$ cat config.mk
export PLATFORM = sky130hd
export DESIGN_NAME = iter_shifter
export DESIGN_NICKNAME = d
export VERILOG_FILES = /design/src/rtl/shifter_pkg.sv /design/src/rtl/shf_reset_sync.sv /design/src/rtl/shf_step_unit.sv /design/src/rtl/shf_step_ctrl.sv /design/src/rtl/iter_shifter.sv
export SDC_FILE = /design/constraint.sdc
export NUM_CORES = 1
export LEC_CHECK = 0
export BUFFER_PORTS_ARGS = -buffer_cell sky130_fd_sc_hd__buf_2
export CAP_MARGIN = 20
export CORE_MARGIN = 4
export CORE_UTILIZATION = 48
export DETAILED_ROUTE_END_ITERATION = 8
export GPL_ROUTABILITY_DRIVEN = 0
export PLACE_DENSITY = 0.74
export SYNTH_ARGS = -nofsm -noshare
export SYNTH_HDL_FRONTEND = slang
export SYNTH_HIERARCHICAL = 1
export SYNTH_SLANG_ARGS = --single-unit
$ cat constraint.sdc
create_clock -name clk -period 3.24 [get_ports clk]
set_input_delay 0.486 -clock clk [delete_from_list [all_inputs] [get_ports clk]]
set_output_delay 0.486 -clock clk [all_outputs]
set_load 0.1 [all_outputs]
$ cat src/rtl/shifter_pkg.sv
package shifter_pkg;

  typedef enum logic [1:0] {
    SOP_SLL   = 2'd0,
    SOP_SRL   = 2'd1,
    SOP_SRA   = 2'd2,
    SOP_SRL_B = 2'd3
  } sop_e;

  typedef struct packed {
    logic to_left;
    logic sign_fill;
  } sdir_t;

  function automatic sdir_t decode_op(input logic [1:0] code);
    sdir_t d;
    d.to_left   = (code == SOP_SLL);
    d.sign_fill = (code == SOP_SRA);
    return d;
  endfunction

endpackage

$ cat src/rtl/shf_reset_sync.sv
module shf_reset_sync (
  input  logic clk,
  input  logic rst_n,
  output logic rst_n_sync
);

  logic [1:0] stage_q;

  always_ff @(posedge clk or negedge rst_n) begin
    if (!rst_n) stage_q <= 2'b00;
    else        stage_q <= {stage_q[0], 1'b1};
  end

  assign rst_n_sync = stage_q[1];

endmodule

$ cat src/rtl/shf_step_unit.sv
module shf_step_unit #(
  parameter int WIDTH    = 32,
  parameter int BIG_STEP = 4
) (
  input  logic [WIDTH-1:0] data_i,
  input  logic             to_left_i,
  input  logic             sign_fill_i,
  input  logic             big_i,
  output logic [WIDTH-1:0] data_o
);

  logic             fill_bit;
  logic [WIDTH-1:0] small_left, small_right;
  logic [WIDTH-1:0] big_left, big_right;

  assign fill_bit    = sign_fill_i & data_i[WIDTH-1];
  assign small_left  = {data_i[WIDTH-2:0], 1'b0};
  assign small_right = {fill_bit, data_i[WIDTH-1:1]};

  generate
    if (BIG_STEP > 1) begin : g_big
      assign big_left  = {data_i[WIDTH-1-BIG_STEP:0], {BIG_STEP{1'b0}}};
      assign big_right = {{BIG_STEP{fill_bit}}, data_i[WIDTH-1:BIG_STEP]};
    end else begin : g_unit
      assign big_left  = small_left;
      assign big_right = small_right;
    end
  endgenerate

  always_comb begin
    if (big_i) data_o = to_left_i ? big_left : big_right;
    else       data_o = to_left_i ? small_left : small_right;
  end

endmodule

$ cat src/rtl/shf_step_ctrl.sv
module shf_step_ctrl #(
  parameter int WIDTH    = 32,
  parameter int BIG_STEP = 4
) (
  input  logic                       clk,
  input  logic                       rst_n,
  input  logic                       start_i,
  input  logic [$clog2(WIDTH)-1:0]   amount_i,
  output logic                       busy_o,
  output logic                       done_o,
  output logic                       load_o,
  output logic                       step_o,
  output logic                       big_o
);

  localparam int AMT_W     = $clog2(WIDTH);
  localparam int MAX_STEPS = (WIDTH - 1) / BIG_STEP + (WIDTH - 1) % BIG_STEP;
  localparam int RUN_W     = $clog2(MAX_STEPS + 2);
  localparam logic [AMT_W-1:0] BIG_AMT = AMT_W'(BIG_STEP);
  localparam logic [AMT_W-1:0] ONE_AMT = AMT_W'(1);

  logic [AMT_W-1:0] rem_q, rem_d;
  logic             busy_q, busy_d;
  logic             done_q, done_d;
  logic             state_en;

  assign load_o = start_i & ~busy_q;
  assign step_o = busy_q;
  assign big_o  = (rem_q >= BIG_AMT);

  always_comb begin
    rem_d  = rem_q;
    busy_d = busy_q;
    done_d = 1'b0;
    if (load_o) begin
      rem_d  = amount_i;
      busy_d = (amount_i != '0);
      done_d = (amount_i == '0);
    end else if (busy_q) begin
      rem_d  = rem_q - (big_o ? BIG_AMT : ONE_AMT);
      busy_d = (rem_d != '0);
      done_d = (rem_d == '0);
    end
  end

  assign state_en = load_o | busy_q;

  always_ff @(posedge clk or negedge rst_n) begin
    if (!rst_n) begin
      rem_q  <= '0;
      busy_q <= 1'b0;
    end else if (state_en) begin
      rem_q  <= rem_d;
      busy_q <= busy_d;
    end
  end

  always_ff @(posedge clk or negedge rst_n) begin
    if (!rst_n) done_q <= 1'b0;
    else        done_q <= done_d;
  end

  assign busy_o = busy_q;
  assign done_o = done_q;

  // Checker-only run length counter for the latency bound
  logic [RUN_W-1:0] run_q;
  always_ff @(posedge clk or negedge rst_n) begin
    if (!rst_n)      run_q <= '0;
    else if (busy_q) run_q <= run_q + RUN_W'(1);
    else             run_q <= '0;
  end

  AST_ZERO_AMOUNT: assert property (@(posedge clk) disable iff (!rst_n)
    (start_i && !busy_q && amount_i == '0) |=> (done_q && !busy_q));

  AST_BIG_STEP: assert property (@(posedge clk) disable iff (!rst_n)
    (busy_q && rem_q >= BIG_AMT) |=> (rem_q == $past(rem_q) - BIG_AMT));

  AST_SMALL_STEP: assert property (@(posedge clk) disable iff (!rst_n)
    (busy_q && rem_q < BIG_AMT) |=> (rem_q == $past(rem_q) - ONE_AMT));

  AST_BOUNDED_LATENCY: assert property (@(posedge clk) disable iff (!rst_n)
    busy_q |-> (run_q < RUN_W'(MAX_STEPS)));

  AST_BUSY_ENDS_IN_DONE: assert property (@(posedge clk) disable iff (!rst_n)
    (busy_q && $fell(busy_q) == 1'b0) |=> (busy_q || done_q));

  AST_DONE_IDLE: assert property (@(posedge clk) disable iff (!rst_n)
    done_q |-> !busy_q);

  AST_NO_RELOAD: assert property (@(posedge clk) disable iff (!rst_n)
    busy_q |=> (rem_q < $past(rem_q)));

endmodule

$ cat src/rtl/iter_shifter.sv
module iter_shifter #(
  parameter int WIDTH    = 32,
  parameter int BIG_STEP = 4
) (
  input  logic                     clk,
  input  logic                     rst_n,
  input  logic                     start_i,
  input  logic [WIDTH-1:0]         operand_i,
  input  logic [$clog2(WIDTH)-1:0] amount_i,
  input  logic [1:0]               op_i,
  output logic                     busy_o,
  output logic                     done_o,
  output logic [WIDTH-1:0]         result_o
);

  import shifter_pkg::*;

  logic             rst_n_int;
  logic             load, step, big;
  logic [WIDTH-1:0] data_q, data_d, stepped;
  sdir_t            dir_q, dir_d;
  logic             data_en;

  shf_reset_sync u_rst (
    .clk        (clk),
    .rst_n      (rst_n),
    .rst_n_sync (rst_n_int)
  );

  shf_step_ctrl #(.WIDTH(WIDTH), .BIG_STEP(BIG_STEP)) u_ctrl (
    .clk      (clk),
    .rst_n    (rst_n_int),
    .start_i  (start_i),
    .amount_i (amount_i),
    .busy_o   (busy_o),
    .done_o   (done_o),
    .load_o   (load),
    .step_o   (step),
    .big_o    (big)
  );

  shf_step_unit #(.WIDTH(WIDTH), .BIG_STEP(BIG_STEP)) u_step (
    .data_i      (data_q),
    .to_left_i   (dir_q.to_left),
    .sign_fill_i (dir_q.sign_fill),
    .big_i       (big),
    .data_o      (stepped)
  );

  always_comb begin
    data_d = data_q;
    dir_d  = dir_q;
    if (load) begin
      data_d = operand_i;
      dir_d  = decode_op(op_i);
    end else if (step) begin
      data_d = stepped;
    end
  end

  assign data_en = load | step;

  always_ff @(posedge clk or negedge rst_n_int) begin
    if (!rst_n_int) begin
      data_q <= '0;
      dir_q  <= '0;
    end else if (data_en) begin
      data_q <= data_d;
      dir_q  <= dir_d;
    end
  end

  assign result_o = data_q;

  AST_RESULT_HOLD: assert property (@(posedge clk) disable iff (!rst_n_int)
    (!busy_o && !start_i) |=> $stable(result_o));

  AST_IGNORE_OPERAND: assert property (@(posedge clk) disable iff (!rst_n_int)
    busy_o |=> $stable(dir_q));

endmodule

==> flow_summary.html <==
<table>
<tr><th>Metric</th><th>Value</th></tr>
<tr><th colspan="2">Status</th></tr>
<tr><td>Outcome</td><td>complete, no violations</td></tr>
<tr><th colspan="2">Timing</th></tr>
<tr><td>Slew at the pin closest to its max-slew limit</td><td>894 ps</td></tr>
<tr><td>Setup skew after layout</td><td>6.28 ps</td></tr>
<tr><td>Post-route clock period utilization</td><td>71.4%</td></tr>
<tr><td>Maximum achievable frequency</td><td>0.432 GHz</td></tr>
<tr><td>Max_slew headroom</td><td>40.4%</td></tr>
<tr><td>Final worst path period need</td><td>2310 ps</td></tr>
<tr><td>Final Max Slew Viols</td><td>0</td></tr>
<tr><td>Number of hold violations in the final report</td><td>0</td></tr>
<tr><td>Setup_tns</td><td>0 ps</td></tr>
<tr><td>Unrepaired setup endpoints after global routing</td><td>no</td></tr>
<tr><td>Count of endpoints failing setup in the final report</td><td>0</td></tr>
<tr><th colspan="2">Logic synthesis</th></tr>
<tr><td>Fraction of registers with async set or reset after synthesis</td><td>100%</td></tr>
<tr><td>Post-synth design cell area</td><td>2910 µm²</td></tr>
<tr><td>Proportion of synthesized area in mux cells</td><td>34.6%</td></tr>
<tr><td>Number of instances in the synthesized netlist</td><td>251</td></tr>
<tr><td>Mean instance size in the synthesized netlist</td><td>11.6 µm²</td></tr>
<tr><td>Dominant combinational cell family by area after synthesis</td><td>multiplexers</td></tr>
<tr><td>Complex-gate fraction of the synthesized area</td><td>9.94%</td></tr>
<tr><td>Largest area contributor in the netlist</td><td>dfrtp_1</td></tr>
<tr><td>Number of synthesized register bits</td><td>43</td></tr>
<tr><td>Top cells by area in the synthesized netlist</td><td>dfrtp_1 (37%), mux4_2 (14%), mux2i_1 (13%), mux4_1 (7.2%), o21ai_1 (5.2%)</td></tr>
<tr><td>Synth top area share</td><td>37.0%</td></tr>
<tr><td>Most frequent cell after synthesis</td><td>dfrtp_1</td></tr>
<tr><td>Sequential cell area fraction in the yosys report</td><td>37.0%</td></tr>
<tr><td>Ys flop type</td><td>dfrtp_1</td></tr>
<tr><td>Net Count, Synth</td><td>296</td></tr>
<tr><td>Unique masters post-synth</td><td>33</td></tr>
<tr><td>Adder and majority gate portion of the synthesized area</td><td>1.29%</td></tr>
<tr><td>Synthesis Warnings</td><td>6</td></tr>
<tr><td>Xor and xnor fraction of the mapped netlist area</td><td>0.903%</td></tr>
<tr><td>Post-synth top cells</td><td>dfrtp_1 (43), mux2i_1 (38), nand2_1 (35)</td></tr>
<tr><td>Number of synthesized flops with an enable pin</td><td>0</td></tr>
<tr><td>Simple-gate share of the synthesized area</td><td>8.52%</td></tr>
<tr><th colspan="2">Worst setup path</th></tr>
<tr><td>Endpoint required time on the critical path</td><td>3450 ps</td></tr>
<tr><td>Slack of the worst reg-to-reg path</td><td>930 ps</td></tr>
<tr><td>Critical path data arrival time</td><td>2520 ps</td></tr>
<tr><td>Reg-to-Reg Start</td><td>u_ctrl/rem_q[3]</td></tr>
<tr><td>Element type at the critical path start</td><td>flop</td></tr>
<tr><td>Top fanout value on the critical path</td><td>23</td></tr>
<tr><td>Capturing element type of the critical path</td><td>flop</td></tr>
<tr><td>Kind of critical path</td><td>reg -&gt; reg</td></tr>
<tr><td>Depth of the worst register-to-register path</td><td>8</td></tr>
<tr><td>Worst r2r dst</td><td>result_o[30]</td></tr>
<tr><th colspan="2">Floorplan</th></tr>
<tr><td>Floorplan core area</td><td>5890 µm²</td></tr>
<tr><td>DIE AREA</td><td>7370 µm²</td></tr>
<tr><td>Top-Level Pins</td><td>76</td></tr>
<tr><td>Floorplan die height</td><td>85.9 µm</td></tr>
<tr><td>Initial core utilization</td><td>49.4%</td></tr>
<tr><td>Rows</td><td>28</td></tr>
<tr><td>Die extent in x</td><td>85.9 µm</td></tr>
<tr><th colspan="2">Run</th></tr>
<tr><td>Max-cap viol count</td><td>0</td></tr>
<tr><th colspan="2">GRT</th></tr>
<tr><td>Largest net degree at the start of global routing</td><td>69</td></tr>
<tr><td>GR Overflow Total</td><td>0</td></tr>
<tr><td>First-pass GRT wire length</td><td>11100 µm</td></tr>
<tr><td>Initial antenna violation count</td><td>0</td></tr>
<tr><td>Via count of the first global-routing pass</td><td>2154</td></tr>
<tr><td>Global-route usage over all layers</td><td>18.9%</td></tr>
<tr><th colspan="2">Drt</th></tr>
<tr><td>Detailed-route DRC error count</td><td>0</td></tr>
<tr><td>Routed vias</td><td>2212</td></tr>
<tr><td>Total length of routed wires</td><td>6520 µm</td></tr>
<tr><td>Remaining antenna violation count</td><td>0</td></tr>
<tr><td>First-iteration detailed-routing DRC count</td><td>173</td></tr>
<tr><td>Via density</td><td>5.66</td></tr>
<tr><td>DR WL/cell</td><td>16.7 µm</td></tr>
<tr><td>Number of detailed-route iterations in the first pass</td><td>4</td></tr>
<tr><th colspan="2">Finish</th></tr>
<tr><td>Share of cells above drive strength 1</td><td>35.1%</td></tr>
<tr><td>Area growth from synthesis to final layout</td><td>13.6%</td></tr>
<tr><td>N_diodes</td><td>0</td></tr>
<tr><td>Nets@finish</td><td>360</td></tr>
<tr><th colspan="2">Clock tree</th></tr>
<tr><td>Clock network latency to the later pin of the worst-skew pair</td><td>290 ps</td></tr>
<tr><td>Number of clock sinks</td><td>43</td></tr>
<tr><td>Count of hold-fix buffers inserted at cts</td><td>1</td></tr>
<tr><td>Resize count post-CTS</td><td>0</td></tr>
<tr><td>Maximum clock insertion buffer count</td><td>2</td></tr>
<tr><td>Count of buffers added by post-CTS timing repair for setup</td><td>0</td></tr>
<tr><td>H-tree lvl count</td><td>2</td></tr>
<tr><td>Clock-pin slew of the registers on the worst-case setup and hold paths</td><td>80 ps</td></tr>
<tr><td>TritonCTS Buffers</td><td>5</td></tr>
<tr><td>Clock tree root buffer cell</td><td>clkbuf_8</td></tr>
<tr><td>Clock tree from TritonCTS</td><td>built</td></tr>
<tr><th colspan="2">Min path</th></tr>
<tr><td>Startpoint of the most critical hold path</td><td>u_rst/stage_q[0]</td></tr>
<tr><td>Hold Crit Endpoint</td><td>u_rst/stage_q[1]</td></tr>
<tr><td>Class of the tightest hold or removal check</td><td>reg -&gt; reg</td></tr>
<tr><td>Number of stages on the worst hold path</td><td>0</td></tr>
<tr><th colspan="2">Placement</th></tr>
<tr><td>Final HPWL DP</td><td>4570 µm</td></tr>
<tr><td>Count of buffers inserted at the top-level ports</td><td>75</td></tr>
</table>
==> layout by cell type, fill, tap and decap left out, types with 3 or more instances in the layout <==
cell type	count
a211oi_1	3
a21oi_1	6
buf_2	75
buf_4	3
clkbuf_8	5
dfrtp_1	40
dfrtp_2	3
ha_1	3
inv_1	6
mux2i_1	38
mux4_1	8
mux4_2	18
nand2_1	35
nand3_1	4
nor2_1	5
nor2b_1	3
o21ai_0	9
o21ai_1	30
xnor2_1	3
==> layer usage <==
layer / vias to the layer above / part of all wire, % / track usage (%)
met5: - / 0 / 0
met4: 0 / 1.3 / 4.89
met1: 1067 / 48 / 28.6
met2: 78 / 45 / 27.7
met3: 9 / 6.1 / 4.03
li1: 1058 / - / -
==> area by class of cell <==
type                    instances  area (µm²)
fillers                       512        2580
multi-input cells             180        1620
flip-flops and latches         43        1080
repair buffers                 79         408
well taps                      75        93.8
clock buffers                   7        76.3
inverters                       6        22.5
clock inverters                 1        5.00
==> registers in the layout, indices dropped and copies added, names as in the netlist <==
| signal | flops |
|---|---|
| u_ctrl/done_o | 1 |
| u_rst/stage_q | 2 |
| dir_q | 2 |
| result_o | 32 |
| u_ctrl/busy_o | 1 |
| u_ctrl/rem_q | 5 |
==> cell families (layout without fill, tap and decap cells) <==
logic type / after synthesis / count (layout)
AOI/OAI and AO/OA: 53 / 53
xor gates and xnor gates: 3 / 3
adders and majority gates: 3 / 3
buffers and inverters: 28 / 93
DFF: 43 / 43
other: 1 / 1
muxes: 65 / 65
and+or+nand+nor: 55 / 55
==> worst max path at each step <==
stage                          startpoint            to  slack (ps)  depth (start not counted)
after floorplan              result_o[31]  result_o[29]        1410                          4
after global placement    u_ctrl/rem_q[3]  result_o[30]        1110                          8
after detailed placement  u_ctrl/rem_q[3]  result_o[30]         990                          8
after CTS                 u_ctrl/rem_q[3]  result_o[30]         950                          8
after global routing      u_ctrl/rem_q[3]  result_o[30]         710                          8
final                     u_ctrl/rem_q[3]  result_o[30]         930                          8
==> worst max-delay path, cell delays in order (launching register included) <==
cell,delay [ps]
dfrtp_1,410
nor3_1,360
inv_1,460
buf_4,340
inv_1,150
o21ai_0,110
o21ai_0,160
mux2i_1,100
o21ai_1,150
==> per-stage QoR <==
stage          setup slack [ps]  utilization [%]  hold slack (ps)  area [µm²]  cells
6_report                    926             56.1              357        3300    391
5_1_grt                     715             56.1              362        3300    391
4_1_cts                     952             56.1              360        3300    391
3_5_place_dp                985             54.6              273        3210    382
3_3_place_gp               1110             54.6              272        3210    382
2_1_floorplan              1410                -              190        2910    251
Power is left out: the tool's default activity adds up to more than one toggle a clock period on the data nets, which glitch-free logic cannot reach.
